--- config.mk ---
export PLATFORM = sky130hd
export DESIGN_NAME = quad_read_ram
export DESIGN_NICKNAME = d
export VERILOG_FILES = /design/src/rtl/qrr_pkg.sv /design/src/rtl/qrr_port_guard.sv /design/src/rtl/qrr_copy.sv /design/src/rtl/quad_read_ram.sv
export SDC_FILE = /design/constraint.sdc
export NUM_CORES = 1
export LEC_CHECK = 0
export ABC_AREA = 1
export BUFFER_PORTS_ARGS = -buffer_cell sky130_fd_sc_hd__buf_2
export CAP_MARGIN = 20
export CORE_MARGIN = 4
export CORE_UTILIZATION = 40
export DETAILED_ROUTE_END_ITERATION = 12
export SLEW_MARGIN = 10
export SYNTH_ARGS = -nofsm -noshare
export SYNTH_HDL_FRONTEND = slang
export SYNTH_SLANG_ARGS = --single-unit
--- constraint.sdc ---
create_clock -name clk -period 2.8 [get_ports clk]
set_clock_uncertainty 0.2 [all_clocks]
set_input_delay 0.56 -clock clk [delete_from_list [all_inputs] [get_ports clk]]
set_output_delay 0.56 -clock clk [all_outputs]
set_load 0.02 [all_outputs]
--- src/rtl/qrr_pkg.sv ---
// Package: shared types for the mirrored four-read-port RAM.
// Assumes nothing beyond IEEE 1800-2017 enums.
package qrr_pkg;

    // Kind of each replicated RAM copy.
    typedef enum logic {
        COPY_ONE_PORT = 1'b0,   // one shared address: read or write per cycle
        COPY_TWO_PORT = 1'b1    // separate read and write ports
    } copy_kind_e;

endpackage

--- src/rtl/qrr_port_guard.sv ---
// Module: qrr_port_guard
// Decides which read requests a cycle can accept. A write is always
// accepted. In one-port mode a write occupies every copy, so all reads
// of that cycle are refused; in two-port mode every read is accepted.
// Assumes the stall is used combinationally in the request cycle.
module qrr_port_guard
    import qrr_pkg::*;
#(
    parameter int         NUM_RD = 4,
    parameter copy_kind_e MODE   = COPY_ONE_PORT
) (
    input  logic              wr_en,
    input  logic [NUM_RD-1:0] rd_en,
    output logic [NUM_RD-1:0] rd_grant,
    output logic [NUM_RD-1:0] rd_stall
);

    logic write_blocks;

    // Purpose: a write blocks reads only when copies have one port.
    always_comb begin
        write_blocks = (MODE == COPY_ONE_PORT) && wr_en;
        rd_stall     = rd_en & {NUM_RD{write_blocks}};
        rd_grant     = rd_en & ~rd_stall;
    end

endmodule

--- src/rtl/qrr_copy.sv ---
// Module: qrr_copy
// One behavioural synchronous RAM copy. Address, data and enables are
// captured on the rising clock edge; read data is registered and holds
// its value between reads. MODE picks a one-port or two-port copy.
// Assumes the caller never grants a read together with a write in
// one-port mode (the copy still gives the write priority).
module qrr_copy
    import qrr_pkg::*;
#(
    parameter int         ADDR_W = 4,
    parameter int         DATA_W = 8,
    parameter copy_kind_e MODE   = COPY_ONE_PORT
) (
    input  logic              clk,
    input  logic              rst_n,
    input  logic              wr_en,
    input  logic [ADDR_W-1:0] wr_addr,
    input  logic [DATA_W-1:0] wr_data,
    input  logic              rd_en,
    input  logic [ADDR_W-1:0] rd_addr,
    output logic [DATA_W-1:0] rd_data
);

    localparam int DEPTH = 1 << ADDR_W;

    logic [DATA_W-1:0] mem [DEPTH];

    generate
        if (MODE == COPY_ONE_PORT) begin : g_one_port
            logic [ADDR_W-1:0] port_addr;

            // Purpose: the single port takes the write address when writing.
            always_comb port_addr = wr_en ? wr_addr : rd_addr;

            // Purpose: store the word through the shared port.
            always_ff @(posedge clk) begin
                if (wr_en) begin
                    mem[port_addr] <= wr_data;
                end
            end

            // Purpose: register read data; a write takes the port instead.
            always_ff @(posedge clk) begin
                if (!rst_n) begin
                    rd_data <= '0;
                end else if (rd_en && !wr_en) begin
                    rd_data <= mem[port_addr];
                end
            end
        end else begin : g_two_port
            // Purpose: store the word through the dedicated write port.
            always_ff @(posedge clk) begin
                if (wr_en) begin
                    mem[wr_addr] <= wr_data;
                end
            end

            // Purpose: register read data; same-edge write is not yet visible.
            always_ff @(posedge clk) begin
                if (!rst_n) begin
                    rd_data <= '0;
                end else if (rd_en) begin
                    rd_data <= mem[rd_addr];
                end
            end
        end
    endgenerate

endmodule

--- src/rtl/quad_read_ram.sv ---
// Module: quad_read_ram
// Multi-read-port memory built from NUM_RD mirrored RAM copies. Every
// write is broadcast to all copies on one edge; read port i is served
// by copy i. The port guard refuses reads that collide with a write
// in one-port mode. Data and valid appear one cycle after acceptance.
// Assumes one clock domain and that memory contents start undefined.
module quad_read_ram
    import qrr_pkg::*;
#(
    parameter int         ADDR_W = 4,
    parameter int         DATA_W = 8,
    parameter int         NUM_RD = 4,
    parameter copy_kind_e MODE   = COPY_ONE_PORT
) (
    input  logic                     clk,
    input  logic                     rst_n,
    input  logic                     wr_en,
    input  logic [ADDR_W-1:0]        wr_addr,
    input  logic [DATA_W-1:0]        wr_data,
    input  logic [NUM_RD-1:0]        rd_en,
    input  logic [NUM_RD*ADDR_W-1:0] rd_addr,
    output logic [NUM_RD-1:0]        rd_stall,
    output logic [NUM_RD-1:0]        rd_valid,
    output logic [NUM_RD*DATA_W-1:0] rd_data
);

    logic [NUM_RD-1:0] rd_grant;

    qrr_port_guard #(
        .NUM_RD (NUM_RD),
        .MODE   (MODE)
    ) u_guard (
        .wr_en    (wr_en),
        .rd_en    (rd_en),
        .rd_grant (rd_grant),
        .rd_stall (rd_stall)
    );

    generate
        for (genvar g = 0; g < NUM_RD; g++) begin : g_copy
            qrr_copy #(
                .ADDR_W (ADDR_W),
                .DATA_W (DATA_W),
                .MODE   (MODE)
            ) u_copy (
                .clk     (clk),
                .rst_n   (rst_n),
                .wr_en   (wr_en),
                .wr_addr (wr_addr),
                .wr_data (wr_data),
                .rd_en   (rd_grant[g]),
                .rd_addr (rd_addr[g*ADDR_W +: ADDR_W]),
                .rd_data (rd_data[g*DATA_W +: DATA_W])
            );
        end
    endgenerate

    // Purpose: flag each port whose read was accepted on the last edge.
    always_ff @(posedge clk) begin
        if (!rst_n) begin
            rd_valid <= '0;
        end else begin
            rd_valid <= rd_grant;
        end
    end

endmodule

# Word level (Yosys, flattened, before mapping)
# Memories as Yosys holds them, arrays and structs flattened. A register that Yosys moved wholly into a read port is not among the register bits.
# Index checks and enable logic that the tools add are counted.
dict set report op_classes {
  muxes 6
  bitwise_logic 3
  n_reduce_logical 9
}
# cell count
set op_table {}
lappend op_table {{2-to-1 mux 4 bit} 4}
lappend op_table {{AND 4 bit} 2}
lappend op_table {{zero test 1 bit} 5}
lappend op_table {{logical AND 1 bit} 4}
lappend op_table {{NOT 4 bit} 1}
lappend op_table {{2-to-1 mux 1 bit} 2}
dict set report word_totals {
  regBits 4
  ramBits 512
  inputBits 35
  out_inout_bits 40
  word_cells 23
  mem_count 4
}
# name words width read_ports rd_clocked_by_memory_dff write_ports line
set mem_list {}
lappend mem_list {{g_copy[0].u_copy.mem} 16 8 1 1 1 qrr_copy.sv:26} ;# logic [DATA_W-1:0] mem [DEPTH];
lappend mem_list {{g_copy[1].u_copy.mem} 16 8 1 1 1 qrr_copy.sv:26}
lappend mem_list {{g_copy[2].u_copy.mem} 16 8 1 1 1 qrr_copy.sv:26}
lappend mem_list {{g_copy[3].u_copy.mem} 16 8 1 1 1 qrr_copy.sv:26}

# Longest topological paths before layout
# Gate-level depths: netlist of run 1.
dict set report logic_depth {
  depth_word 4
  mapped_depth 13
  depth_no_buf 12
}

# By module
# A second synthesis of run 1 with hierarchy kept.
dict set report hier_totals {
  hier_cells 2257
  area_unflattened_um2 23749.0
}
# mod n_inst cells_per_inst area_per_inst_um2 seq_area_each_um2
set by_module_without_submodules {}
lappend by_module_without_submodules {qrr_copy 4 557 5891.9 4003.8}
lappend by_module_without_submodules {quad_read_ram 1 12 110.1 80.1}
lappend by_module_without_submodules {qrr_port_guard 1 17 71.3 0.0}

# Worst setup path before layout of run 1
# No wires, ideal clock.
dict set report synth_timing {
  path_type {input -> register}
  from {input wr_en}
  to {memory g_copy[1].u_copy.mem[5][0], enable pin}
  setup_time_ns 0.370
  arrival_time_ns 1.901
  t_required_ns 2.230
  setup_slack_ns 0.329
  cell_stages 7
  path_buffers 2
  cell_sequence {buf_4 -> nand2_2 -> nand2_2 -> a21oi_2 -> inv_1 -> buf_2 -> nor2_1}
}
dict set report synth_via {
  elab_chain_cells 2
  elab_cells_between_ends 3
  classes_between {mux: 3}
}
# element line
set synth_lines {}
lappend synth_lines {{start, declared} quad_read_ram.sv:17} ;# input logic wr_en,
lappend synth_lines {{2-to-1 mux 1 bit} qrr_copy.sv:37} ;# if (wr_en) begin
lappend synth_lines {{2-to-1 mux 1 bit (implied by the code)} qrr_copy.sv:38} ;# mem[port_addr] <= wr_data;
lappend synth_lines {{end, declared} qrr_copy.sv:26}
# Parallel ways exist; a longest one is shown, timed or not.

# Worst setup path after layout of run 1
dict set report layout_timing {
  from {input wr_en}
  to {register g_copy[0].u_copy.rd_data[4], read port of g_copy[0].u_copy.mem}
}
dict set report layout_via {
  elab_chain_cells 4
  elab_cells_between_ends 6
  classes_between {mux: 1; bitwise: 3; reduce/logical: 2}
}
# element line
set layout_lines {}
lappend layout_lines {{AND 4 bit} qrr_port_guard.sv:23} ;# rd_stall = rd_en & {NUM_RD{write_blocks}};
lappend layout_lines {{NOT 4 bit} qrr_port_guard.sv:24} ;# rd_grant = rd_en & ~rd_stall;
lappend layout_lines {{AND 4 bit} qrr_port_guard.sv:24}
lappend layout_lines {{logical AND 1 bit} qrr_copy.sv:46} ;# end else if (rd_en && !wr_en) begin
lappend layout_lines {{end, declared} qrr_copy.sv:21} ;# output logic [DATA_W-1:0] rd_data
# Parallel ways exist; a longest one is shown, timed or not.
# A chain may end at the register's enable or synchronous reset.

==> results.py, run 1 <==
metrics = {
    "outcome": {
        "status": "complete, no violations",
    },
    "setup_path": {
        "cp_max_fo": 64,
        "crit_path_end_kind": "flop",
        "worstPathArrival_ns": 2.40,
        "critical_path_class": "input pin to flop",
        "cp-start-kind": "input pin",
        "required_ns": 3.14,
    },
    "detailed_routing": {
        "via_count": 16430,
        "drt-pass1-iter-count": 5,
        "drc_errors": 0,
        "drt_iter0_drc": 1493,
        "drt-total-wl_um": 61780,
        "vias_per_cell": 5.126,
        "wire_per_inst_um": 19.28,
        "ant_nets": 0,
    },
    "clocking": {
        "cts_tree": "built",
        "clock_path_buffers": 3,
        "cts_root_buf": "clkbuf_16",
        "clock_latency_ns": 0.60,
        "clock-sinks": 548,
        "cts_hold_buf": 0,
        "cts_inserted_buffers": 57,
        "h-tree-depth": 2,
        "post_cts_buffers": 0,
        "cts_repair_resize_count": 0,
        "clkSlewWorstSetupHoldPaths_ns": 0.06,
    },
    "logic_synthesis": {
        "synthTopCellsByArea": "edfxtp_1, nand2_1, nand3_1, dfxtp_1, buf_2",
        "syn_area_um2": 23200,
        "synthCells": 2270,
        "syn_nets": 2305,
        "synth_largest_area_cell": "edfxtp_1",
        "yosysWarnings": 0,
        "post_synth.cell_area_avg_um2": 10.22,
        "synth_cell_type_count": 18,
        "ys_seq_area_frac": 0.6938,
        "ys_ff_latch": 548,
        "synth_top_area_frac": 0.6627,
    },
    "global_routing": {
        "antenna_found_initial": 0,
        "grt_pass1_vias": 16060,
        "globalRoute.totalOverflow": 0,
        "grt_pass1_wl_um": 95300,
        "grt_max_degree": 85,
        "track_usage": 0.1955,
    },
    "run": {
        "drv_cap": 0,
    },
    "sta": {
        "finalSetupViolations": 0,
        "tns_ns": 0,
        "tightest_slew_ns": 0.8083,
        "slew_viol_final": 0,
        "relSlewSlack": 0.4611,
        "final.period_utilization": 0.7351,
        "max_freq_mhz": 485.8,
        "hold_viol": 0,
        "period_needed_ns": 2.058,
        "setup_ws_ns": 0.7417,
        "hold_ws_ns": 0.04571,
        "rsz0062_at_grt": "false",
    },
    "worst_hold_path": {
        "hold_class": "input pin to flop",
    },
    "placed_design": {
        "hpwl_um": 35920,
        "io_buffers": 74,
        "gp_congestion": 0.8383,
        "dp.cells": 3101,
        "pre_cts_slack_ns": 0.1475,
    },
    "die": {
        "rows": 88,
        "pin_count": 75,
        "core_area_um2": 57590,
        "die_w_um": 248.8,
        "die_h_um": 248.8,
        "die-area_um2": 61910,
        "start_util": 0.4029,
    },
    "power_and_ir_drop": {
        "ir_drop_uv": 503.9,
        "leakage_nw": 11.06,
        "total_power_mw": 18.40,
        "pwr_density_cell_nw_per_um2": 684.0,
    },
    "cells_and_area": {
        "fin_cells": 3205,
        "drive_gt1_frac": 0.1246,
        "diodes": 0,
        "area_growth_pct": 15.97,
        "num-nets-final": 2430,
    },
}
[cell usage in the layout, fill, tap and decap left out, types with 16 or more instances in the layout]
cell	Yosys	routed
nor2_1	124	123
nand3_1	274	274
dfxtp_1	36	36
inv_1	17	17
nor3_1	16	16
clkbuf_1	17	19
edfxtp_1	512	512
nand2_1	1107	1102
buf_2	94	74
buf_12	0	24
buf_4	9	92
clkbuf_16	0	57
o21ai_0	32	32
[synthesized netlist by cell type]
master    instances
a21oi_2           7
o21ai_0          32
edfxtp_1        512
nor2_4            2
inv_2             8
nand3_1         274
buf_2            94
nor3_1           16
clkbuf_1         17
dfxtp_1          36
inv_1            17
nor2_1          124
nand2_1        1107
buf_1             3
buf_4             9
buf_6             1
nor2_2            4
nand2_2           7
[stage by stage]
step                      cell area [um2]  utilization
after detailed placement            25090       0.4358
after CTS                           26900       0.4672
after global placement              25090       0.4358
after floorplan                     23200            -
final                               26900       0.4672
after global routing                26900       0.4672
[worst max-delay path, cell delays in order]
cell and delay (ns):
buf_2 0.12, inv_2 0.09, buf_12 0.16, nand2_2 0.07
buf_4 0.53, nand3_1 0.23, nand2_1 0.14, nand2_1 0.06
nand2_1 0.09, nand2_1 0.05, nand3_1 0.12, nor2_1 0.06
nor2_1 0.07
[kinds of logic after synthesis]
logic type             Yosys count  synth area share
AND/OR/NAND/NOR               1534            0.2657
flip-flops                     548            0.6938
buffers and inverters          149           0.03096
AO/OA/AOI/OAI                   39          0.009546
[worst paths after layout]
path,startpoint,endpoint,slack (ns),depth (start not counted)
worst max-delay path,wr_en,g_copy[0].u_copy.rd_data[4],0.74,13
worst min-delay path,rd_en[0],rd_valid[0],0.05,3
worst max register to register,g_copy[1].u_copy.mem[2][6],g_copy[1].u_copy.rd_data[6],1.42,8
worst min register to register,g_copy[3].u_copy.rd_data[3],g_copy[3].u_copy.rd_data[3],0.32,2
[metal layers]
metal,vias to the layer above,global-route usage,share of wire
met4,0,0.05818,0.026
li1,7825,-,-
met2,594,0.3071,0.45
met3,102,0.03247,0.073
met5,-,0,0
met1,7909,0.2819,0.45
[flip-flops by register name, indices dropped and copies added, names as in the netlist]
| name | cells |
|---|---|
| g_copy.u_copy.mem | 512 |
| g_copy.u_copy.rd_data | 32 |
| rd_valid | 4 |
[report_power, final]
| part | total (mW) | internal (mW) | leakage, nW | switching (mW) |
|---|---|---|---|---|
| registers | 9.25 | 9.18 | 4.92 | 0.0660 |
| clock network | 7.41 | 4.33 | 0.875 | 3.07 |
| logic | 1.75 | 0.501 | 5.26 | 1.25 |
[area by class of cell]
class	count	area (um2)
Timing Repair Buffer	190	1541
Inverter	25	93.84
Tap cell	765	957.2
Clock inverter	23	244.0
Multi-Input combinational cell	1573	6405
Fill cell	5325	30680
Sequential cell	548	16100
Clock buffer	81	1567
No activity file was read; power rests on OpenSTA's default activity.
==> run 2: changes to the inputs <==
Settings changed: ABC_AREA 1 to 0.
Clock period 2.8 ns to 1.9 ns, I/O delays scaled along.
==> results.py, run 2 <==
metrics = {
    "cells_and_area": {
        "final_cell_mix": "edfxtp_1, o21ai_0, buf_4",
        "regMostFlops": "g_copy.u_copy.mem",
        "reg_top3": "g_copy.u_copy.mem (512), g_copy.u_copy.rd_data (32), rd_valid (4)",
        "area_growth_pct": 26.07,
        "final_common_cell": "edfxtp_1",
        "largest_register_ffs": 512,
        "diodes": 0,
        "drive_gt1_frac": 0.2806,
        "stdcell_area_um2": 28210,
        "num-nets-final": 1788,
        "n_fill_cell": 4560,
    },
    "placed_design": {
        "pre_cts_slack_ns": -0.6770,
        "io_buffers": 74,
        "dpl-instance-area_um2": 26480,
        "gp_congestion": 0.8468,
        "hpwl_um": 39900,
    },
    "logic_synthesis": {
        "synth_common_cells": "edfxtp_1, o21ai_0, mux2i_1",
        "synth_edf_count": 512,
        "synth_largest_area_cell": "edfxtp_1",
        "synthTopCellsByArea": "edfxtp_1, o21ai_0, mux2i_1, dfxtp_1, a22oi_1",
        "ys_seq_area_frac": 0.7194,
        "async_reset_ff_frac": 0,
        "synthFlopType": "edfxtp_1",
        "synth_top_area_frac": 0.6872,
        "synth.most_common_cell": "edfxtp_1",
        "synth_cell_type_count": 49,
        "syn_area_um2": 22370,
        "yosysWarnings": 0,
        "syn_nets": 1537,
        "ys_ff_latch": 548,
        "post_synth.cell_area_avg_um2": 14.90,
        "synthCells": 1502,
    },
    "sta": {
        "max_freq_mhz": 535.7,
        "hold_viol": 0,
        "tightest_slew_ns": 0.5351,
        "period_needed_ns": 1.867,
        "relSlewSlack": 0.6421,
        "tns_ns": 0,
        "finalSetupViolations": 0,
        "final.period_utilization": 0.9824,
        "hold_ws_ns": 0.05890,
        "setup_ws_ns": 0.03335,
        "rsz0062_at_grt": "false",
        "slew_viol_final": 0,
    },
    "detailed_routing": {
        "drt-pass1-iter-count": 5,
        "ant_nets": 0,
        "drt_iter0_drc": 1167,
        "via_count": 14650,
        "drc_errors": 0,
        "drt-total-wl_um": 62050,
        "wire_per_inst_um": 24.39,
        "vias_per_cell": 5.760,
    },
    "power_and_ir_drop": {
        "power_frac_comb": 0.092,
        "intPower_mw": 20.18,
        "total_power_mw": 26.25,
        "pwr_density_cell_nw_per_um2": 930.7,
        "switchingPower_mw": 6.075,
        "ir_drop_uv": 692.3,
        "swShare": 0.2314,
        "leakage_nw": 9.498,
        "pwr-share-seq": 0.518,
        "pwr-share-clk": 0.390,
    },
    "global_routing": {
        "globalRoute.totalOverflow": 0,
        "grt_pass1_wl_um": 92830,
        "antenna_found_initial": 0,
        "grt_pass1_vias": 14860,
        "track_usage": 0.2043,
        "grt_max_degree": 65,
    },
    "run": {
        "drv_cap": 0,
    },
    "clocking": {
        "clock_latency_ns": 0.60,
        "clock-sinks": 548,
        "cts_root_buf": "clkbuf_16",
        "clock_path_buffers": 3,
        "cts_tree": "built",
        "cts_inserted_buffers": 55,
        "h-tree-depth": 2,
        "clkSlewWorstSetupHoldPaths_ns": 0.06,
    },
    "die": {
        "core_area_um2": 55200,
        "die-area_um2": 59780,
        "die_h_um": 244.5,
        "pin_count": 75,
        "die_w_um": 244.5,
        "rows": 86,
        "start_util": 0.4053,
    },
    "setup_path": {
        "crit_path_end_kind": "flop",
        "required_ns": 2.19,
        "critical_path_class": "input pin to flop",
        "cp-start-kind": "input pin",
        "cp_max_fo": 19,
        "worstPathArrival_ns": 2.15,
    },
    "outcome": {
        "status": "complete, no violations",
    },
    "worst_hold_path": {
        "hold_class": "input pin to flop",
    },
}
run 2: per-stage QoR:
step,util,std cells
after floorplan,-,1502
after global placement,0.4798,2442
after detailed placement,0.4798,2442
after CTS,0.5105,2543
after global routing,0.5110,2544
final,0.5110,2544
run 2: kinds of logic (layout without fill, tap and decap cells):
group,Yosys count,in the layout,share of synthesized area
AOI/OAI and AO/OA,556,556,0.1613
buffers and inverters,118,412,0.02779
DFF,548,548,0.7194
muxes,104,104,0.04653
and+or+nand+nor,176,176,0.04496
run 2: power by group through the flow:
stage	clock network, mW	registers [mW]	logic [mW]
6_report	10.2	13.6	2.43
5_1_grt	10.9	13.6	2.59
4_1_cts	10.4	13.6	2.43
3_5_place_dp	0	13.8	2.42
3_3_place_gp	0	13.8	2.39
2_1_floorplan	0	13.9	1.21
run 2: worst paths after layout:
path	start	endpoint	slack, ns	cells past startpoint
worst max register to register	g_copy[0].u_copy.mem[3][6]	g_copy[0].u_copy.rd_data[6]	0.31	5
worst min register to register	g_copy[3].u_copy.rd_data[0]	g_copy[3].u_copy.rd_data[0]	0.34	2
worst min-delay path	rst_n	g_copy[1].u_copy.rd_data[3]	0.06	4
worst max-delay path	wr_en	g_copy[2].u_copy.rd_data[3]	0.03	10
run 2: timing repair:
| action | CTS | global route |
|---|---|---|
| buffers inserted | 0 | 1 |
| resized for setup | 1 | 4 |
| hold buffers | 1 | 0 |
| setup endpoints to repair | 1 | 16 |
| hold endpoints to repair | 6 | 0 |
| pin swaps | 0 | 0 |
run 2: cell type report:
type | instances | area [um2] | area share
repair buffers | 307 | 3182 | 0.1128
well taps | 748 | 935.9 | 0.03318
flip-flops and latches | 548 | 16100 | 0.5706
multi-input cells | 836 | 6291 | 0.2230
clock buffers | 67 | 1464 | 0.05190
inverters | 5 | 18.77 | 0.0006654
clock inverters | 33 | 220.2 | 0.007807
run 2: critical path: stages:
cell	delay, ns
clkbuf_4	0.20
buf_4	0.17
and3_1	0.20
buf_12	0.16
buf_12	0.15
o21ai_0	0.21
a41oi_1	0.14
nor3_1	0.28
buf_4	0.18
a31oi_1	0.08
run 2: routing by layer:
layer,up-vias,GRT usage,routed length (um),share of wire
li1,6548,-,-,-
met1,7537,0.2758,26300,0.42
met2,485,0.3503,30930,0.50
met3,84,0.02566,3373,0.054
met4,0,0.05840,1445,0.023
met5,-,0,0,0
